`src/rtl/flag_alu_pkg.sv`:
```
package flag_alu_pkg;
  localparam int DATA_W = 8;
  localparam int OP_W   = 4;

  typedef enum logic [OP_W-1:0] {
    OP_AND = 4'd0, OP_OR = 4'd1, OP_SHL = 4'd2, OP_SHR = 4'd3,
    OP_ADD = 4'd4, OP_INC = 4'd5, OP_DEC = 4'd6, OP_NOT = 4'd7,
    OP_CLR = 4'd8
  } aluOpE;

  typedef enum logic [1:0] {
    FL_KEEP = 2'd0, FL_CALC = 2'd1, FL_ZERO = 2'd2, FL_ONE = 2'd3
  } flagRuleE;

  typedef struct packed {
    logic     writeAcc;
    flagRuleE carryRule;
    flagRuleE zeroRule;
    flagRuleE signRule;
  } aluStrobeT;
endpackage

```
`src/rtl/flag_alu_ctrl.sv`:
```
module flag_alu_ctrl
  import flag_alu_pkg::*;
#(
  parameter int OPW = OP_W
) (
  input  logic           commitEn,
  input  logic [OPW-1:0] opSel,
  output aluStrobeT      strobe
);
  always_comb begin
    strobe = '{writeAcc: 1'b0, carryRule: FL_KEEP, zeroRule: FL_KEEP, signRule: FL_KEEP};
    if (commitEn) begin
      case (opSel)
        OP_AND, OP_OR, OP_NOT:
          strobe = '{writeAcc: 1'b1, carryRule: FL_ZERO, zeroRule: FL_CALC, signRule: FL_CALC};
        OP_SHR:
          strobe = '{writeAcc: 1'b1, carryRule: FL_CALC, zeroRule: FL_CALC, signRule: FL_ZERO};
        OP_SHL, OP_ADD, OP_INC, OP_DEC:
          strobe = '{writeAcc: 1'b1, carryRule: FL_CALC, zeroRule: FL_CALC, signRule: FL_CALC};
        OP_CLR:
          strobe = '{writeAcc: 1'b1, carryRule: FL_ZERO, zeroRule: FL_ONE, signRule: FL_ZERO};
        default: ;
      endcase
    end
  end
endmodule

```
`src/rtl/flag_alu_dp.sv`:
```
module flag_alu_dp
  import flag_alu_pkg::*;
#(
  parameter int DW  = DATA_W,
  parameter int OPW = OP_W
) (
  input  logic           clk,
  input  logic           rstN,
  input  aluStrobeT      strobe,
  input  logic [OPW-1:0] opSel,
  input  logic [DW-1:0]  srcB,
  input  logic [DW-1:0]  srcC,
  output logic [DW-1:0]  accQ,
  output logic           carryQ,
  output logic           zeroQ,
  output logic           signQ
);
  localparam int MSB = DW - 1;
  localparam logic [DW-1:0] ONE = DW'(1);

  logic [DW-1:0] resNext;
  logic          carryCalc;
  logic [DW:0]   wideSum;

  always_comb begin
    resNext   = '0;
    carryCalc = 1'b0;
    wideSum   = '0;
    case (opSel)
      OP_AND: resNext = srcB & srcC;
      OP_OR:  resNext = srcB | srcC;
      OP_NOT: resNext = ~srcB;
      OP_SHL: begin resNext = {srcB[MSB-1:0], 1'b0}; carryCalc = srcB[MSB]; end
      OP_SHR: begin resNext = {1'b0, srcB[MSB:1]};   carryCalc = srcB[0];   end
      OP_ADD: begin
        wideSum   = {1'b0, srcB} + {1'b0, srcC};
        resNext   = wideSum[DW-1:0];
        carryCalc = wideSum[DW];
      end
      OP_INC: begin
        wideSum   = {1'b0, srcB} + {1'b0, ONE};
        resNext   = wideSum[DW-1:0];
        carryCalc = wideSum[DW];
      end
      OP_DEC: begin
        resNext   = srcB - ONE;
        carryCalc = (srcB == '0);
      end
      default: resNext = '0;
    endcase
  end

  function automatic logic applyRule(flagRuleE rule, logic cur, logic calc);
    case (rule)
      FL_CALC: return calc;
      FL_ZERO: return 1'b0;
      FL_ONE:  return 1'b1;
      default: return cur;
    endcase
  endfunction

  always_ff @(posedge clk or negedge rstN) begin
    if (!rstN) begin
      accQ   <= '0;
      carryQ <= 1'b0;
      zeroQ  <= 1'b0;
      signQ  <= 1'b0;
    end else begin
      if (strobe.writeAcc) accQ <= resNext;
      carryQ <= applyRule(strobe.carryRule, carryQ, carryCalc);
      zeroQ  <= applyRule(strobe.zeroRule,  zeroQ,  (resNext == '0));
      signQ  <= applyRule(strobe.signRule,  signQ,  resNext[MSB]);
    end
  end
endmodule

```
`src/rtl/flag_alu.sv`:
```
module flag_alu
  import flag_alu_pkg::*;
#(
  parameter int DW  = DATA_W,
  parameter int OPW = OP_W
) (
  input  logic           clk,
  input  logic           rstN,
  input  logic           commitEn,
  input  logic [OPW-1:0] opSel,
  input  logic [DW-1:0]  srcB,
  input  logic [DW-1:0]  srcC,
  output logic [DW-1:0]  accResult,
  output logic           carryFlag,
  output logic           zeroFlag,
  output logic           signFlag
);
  aluStrobeT strobe;

  flag_alu_ctrl #(.OPW(OPW)) uCtrl (
    .commitEn(commitEn), .opSel(opSel), .strobe(strobe)
  );

  flag_alu_dp #(.DW(DW), .OPW(OPW)) uDp (
    .clk(clk), .rstN(rstN), .strobe(strobe), .opSel(opSel),
    .srcB(srcB), .srcC(srcC),
    .accQ(accResult), .carryQ(carryFlag), .zeroQ(zeroFlag), .signQ(signFlag)
  );
endmodule

```
`config.mk`:
```
export PLATFORM = sky130hd
export DESIGN_NAME = flag_alu
export DESIGN_NICKNAME = d
export VERILOG_FILES = /design/src/rtl/flag_alu_pkg.sv /design/src/rtl/flag_alu_ctrl.sv /design/src/rtl/flag_alu_dp.sv /design/src/rtl/flag_alu.sv
export SDC_FILE = /design/constraint.sdc
export NUM_CORES = 1
export LEC_CHECK = 0
export ABC_AREA = 1
export BUFFER_PORTS_ARGS = -buffer_cell sky130_fd_sc_hd__buf_2
export CAP_MARGIN = 30
export CORE_MARGIN = 3
export CORE_UTILIZATION = 34
export DETAILED_ROUTE_END_ITERATION = 10
export PLACE_DENSITY = 0.56
export RECOVER_POWER = 25
export SLEW_MARGIN = 20
export SYNTH_ARGS = -nofsm -noshare
export SYNTH_HDL_FRONTEND = slang
export SYNTH_HIERARCHICAL = 1
export SYNTH_SLANG_ARGS = --single-unit
```
`constraint.sdc`:
```
create_clock -name clk -period 1 [get_ports clk]
set_input_delay 0.3 -clock clk [delete_from_list [all_inputs] [get_ports clk]]
set_output_delay 0.3 -clock clk [all_outputs]
set_load 0.1 [all_outputs]
```
==> metrics.md <==
| Metric | Value |
|---|---|
| Status | `finished with violations` |
| Failing checks | `negative setup slack` |
| Routability cong. | `0.913` |
| TritonCTS buffer count | `3` |
| Vias per cell | `5.01` |
| Clk Latency, worst-skew pair | `0.23 ns` |
| Worst reg-to-reg path cell count | `3` |
| Placed Area | `3090 um^2` |
| Fin crit share | `1.64` |
| Most common cell in the netlist | `nand2_1` |
| Layout cells sized above 1 | `0.480` |
| Die H | `81.9 um` |
| Routed wire length | `7340 um` |
| Clock Path Buffers | `2` |
| I/O pin count | `34` |
| Arr. time, crit path | `1.80 ns` |
| Ant diodes | `0` |
| GRT Total Usage | `0.235` |
| Max transition margin | `0.790` |
| R2R Path End | `uDp/signQ` |
| Kind of end point of the critical path | `flop` |
| Worst min path class | `input pin to flop` |
| Primary FF master, synth | `dfrtp_1` |
| Worst Setup SP | `srcB[0]` |
| Wire length per cell | `13.7 um` |
| Antenna violations before repair | `0` |
| DRC | `0` |
| Crit Path Max Fanout | `6` |
| Dpl hpwl | `5760 um` |
| CTS Root Cell | `clkbuf_8` |
| CP required | `1.16 ns` |
| Synth top area share | `0.188` |
| Most used cell, CP | `nand2_1` |
| Sink Count | `11` |
| Final #Nets | `509` |
| TritonCTS clock tree | `done` |
| Worst setup SP type | `input pin` |
| Async SR Flop Fraction | `1.00` |
| H-tree depth | `1` |
| Max Fclk | `0.611 GHz` |
| Top cells by count, synth | `98 x nand2_1, 50 x inv_1, 48 x nor2_1` |
| Mapped cell area | `1960 um^2` |
| Grt total ovfl | `0` |
| Row count | `26` |
| Die area | `6700 um^2` |
| RSZ-0062 raised after global routing | `yes` |
| Critical R2R Launch | `uDp/signQ` |
| Tmin final | `1.64 ns` |
| Sequential-to-total area share from yosys stat | `0.141` |
| Synth Area per Inst | `5.64 um^2` |
| Die width | `81.9 um` |
| Largest net degree at the start of global routing | `15` |
| DRT Pass-1 Iters | `5` |
| Actual slew at the worst max-slew pin | `0.315 ns` |
| FF-to-FF setup slack | `0.20 ns` |
| Worst Setup Path Type | `input pin to flop` |
| Via count | `2679` |
| Fin util | `0.671` |
| Vias in the first global route | `2634` |
| PD cells | `899 nW/um^2` |
| Worst Clk Skew | `0 ns` |
| Max Cap Viol | `0` |
| Yosys top cell by area | `nand2_1` |
| Setup violations, final | `22` |
| Fin. Hold Viols | `0` |
| Synth Register Bits | `11` |
| Synth unique cells | `28` |
| Pleak | `1.83 nW` |
| Setup ws final | `-0.637 ns` |
| Area grow syn2layout | `83.1%` |
| First-pass GRT wire length | `12200 um` |
| Synth Net Count | `390` |
| Synth top area cells | `nand2_1 19%, dfrtp_1 14%, ha_1 12%` |
| Final ANT Viol Nets | `0` |
| Yosys warns | `6` |
| Cells after Synth | `347` |
| Crit path to | `uDp/zeroQ` |
| Port buffer count | `33` |
| Pre-CTS setup slack | `-1.02 ns` |
| Clock transition at path regs | `0.05 ns` |
| Core area | `5340 um^2` |
| Cell Chain, Critical Path | `buf_12, ha_4, fa_2, or2_4, nand3_2, nand2_1, inv_1, nand2_1, nor2_2, nand2_1, nor2_2, nand3_1, a21oi_1` |
| Slowest CP cell | `fa_2` |
| Initial DRC count | `149` |
| Number of synthesized flops with an enable pin | `0` |
| Peak supply drop | `1.01 mV` |
| Fin area | `3580 um^2` |
| Final Max Tran Viols | `0` |
| Initial Util | `0.367` |
| CP max stage delay | `0.35 ns` |
## sequential cells by signal, indices dropped and copies added, names as in the netlist
name / cells
uDp/signQ: 1
uDp/carryQ: 1
uDp/accQ: 8
uDp/zeroQ: 1
## what timing repair did
action	CTS	global route
hold buffers	1	0
endpoints found under the setup margin	22	22
pin swaps	34	17
hold endpoints to repair	11	0
setup buffers	8	2
gates resized for setup	90	26
## cell families after synthesis
kind of cell,count (synthesis),synth area share
compound gates,35,0.0959
buf+inv,62,0.134
xor+xnor,2,0.00895
fa+ha+maj,20,0.132
flops,11,0.141
simple gates,217,0.488
## report_power, final
part | internal, mW | switching, mW | total, mW
Clock | 0.279 | 0.154 | 0.433
Combinational | 0.907 | 1.27 | 2.18
Sequential | 0.532 | 0.0788 | 0.611
## layer usage
| metal | wire, um | vias up | track usage | part of all wire |
|---|---|---|---|---|
| met5 | 0 | - | 0 | 0 |
| met1 | 3190 | 1222 | 0.302 | 0.44 |
| met4 | 123 | 0 | 0.0698 | 0.017 |
| met3 | 409 | 14 | 0.0318 | 0.056 |
| met2 | 3610 | 93 | 0.406 | 0.49 |
| li1 | - | 1350 | - | - |
## worst min-delay path by stage
stage / start / endpoint / slack, ns / cells after the start
CTS: commitEn / uDp/accQ[6] / 0.44 / 5
detailed placement: rstN / uDp/zeroQ / 0.18 / 1
finish: commitEn / uDp/accQ[6] / 0.45 / 5
global placement: rstN / uDp/signQ / 0.18 / 1
global route: commitEn / uDp/accQ[3] / 0.47 / 5
floorplan: rstN / uDp/accQ[0] / 0.004 / 0
## placed cells by master, fill, tap and decap left out, types with 5 or more instances in the layout
cell,count
nand3b_1,8
nand2_4,5
nand2_2,12
nand3_1,30
nand3_2,12
buf_2,6
ha_4,7
inv_2,10
buf_6,16
inv_4,5
inv_1,34
nand4_1,7
nor2_2,13
buf_12,13
ha_1,10
o21ai_1,5
nor2_4,7
a21oi_1,8
dfrtp_2,10
nor2_1,33
buf_4,80
a31oi_1,5
nand2_1,81
o21ai_0,10
## layout make-up
| class | count | area, um^2 |
|---|---|---|
| Clock buffer | 4 | 45.0 |
| Fill cell | 482 | 1750 |
| Inverter | 55 | 267 |
| Multi-Input combinational cell | 274 | 1760 |
| Sequential cell | 11 | 288 |
| Tap cell | 70 | 87.6 |
| Timing Repair Buffer | 121 | 1140 |
## worst max-delay path, delay by kind of cell
| family | cells | cell delay [ns] |
|---|---|---|
| AO/OA/AOI/OAI | 1 | 0.12 |
| AND/OR/NAND/NOR | 8 | 0.70 |
| adder cells (fa/ha/maj) | 2 | 0.50 |
| buffers and inverters | 2 | 0.16 |
## per-stage QoR
step                      total power [mW]  setup TNS [ns]  hold slack [ns]  cells
after floorplan                       1.70           -4.92          0.00441    347
after global placement                2.53           -9.51            0.184    523
after detailed placement              2.54           -9.67            0.179    523
after global routing                  3.43           -7.65            0.469    535
after CTS                             3.16           -6.23            0.440    534
final                                 3.22           -6.48            0.455    535
Power figures use the tool's default switching activity.
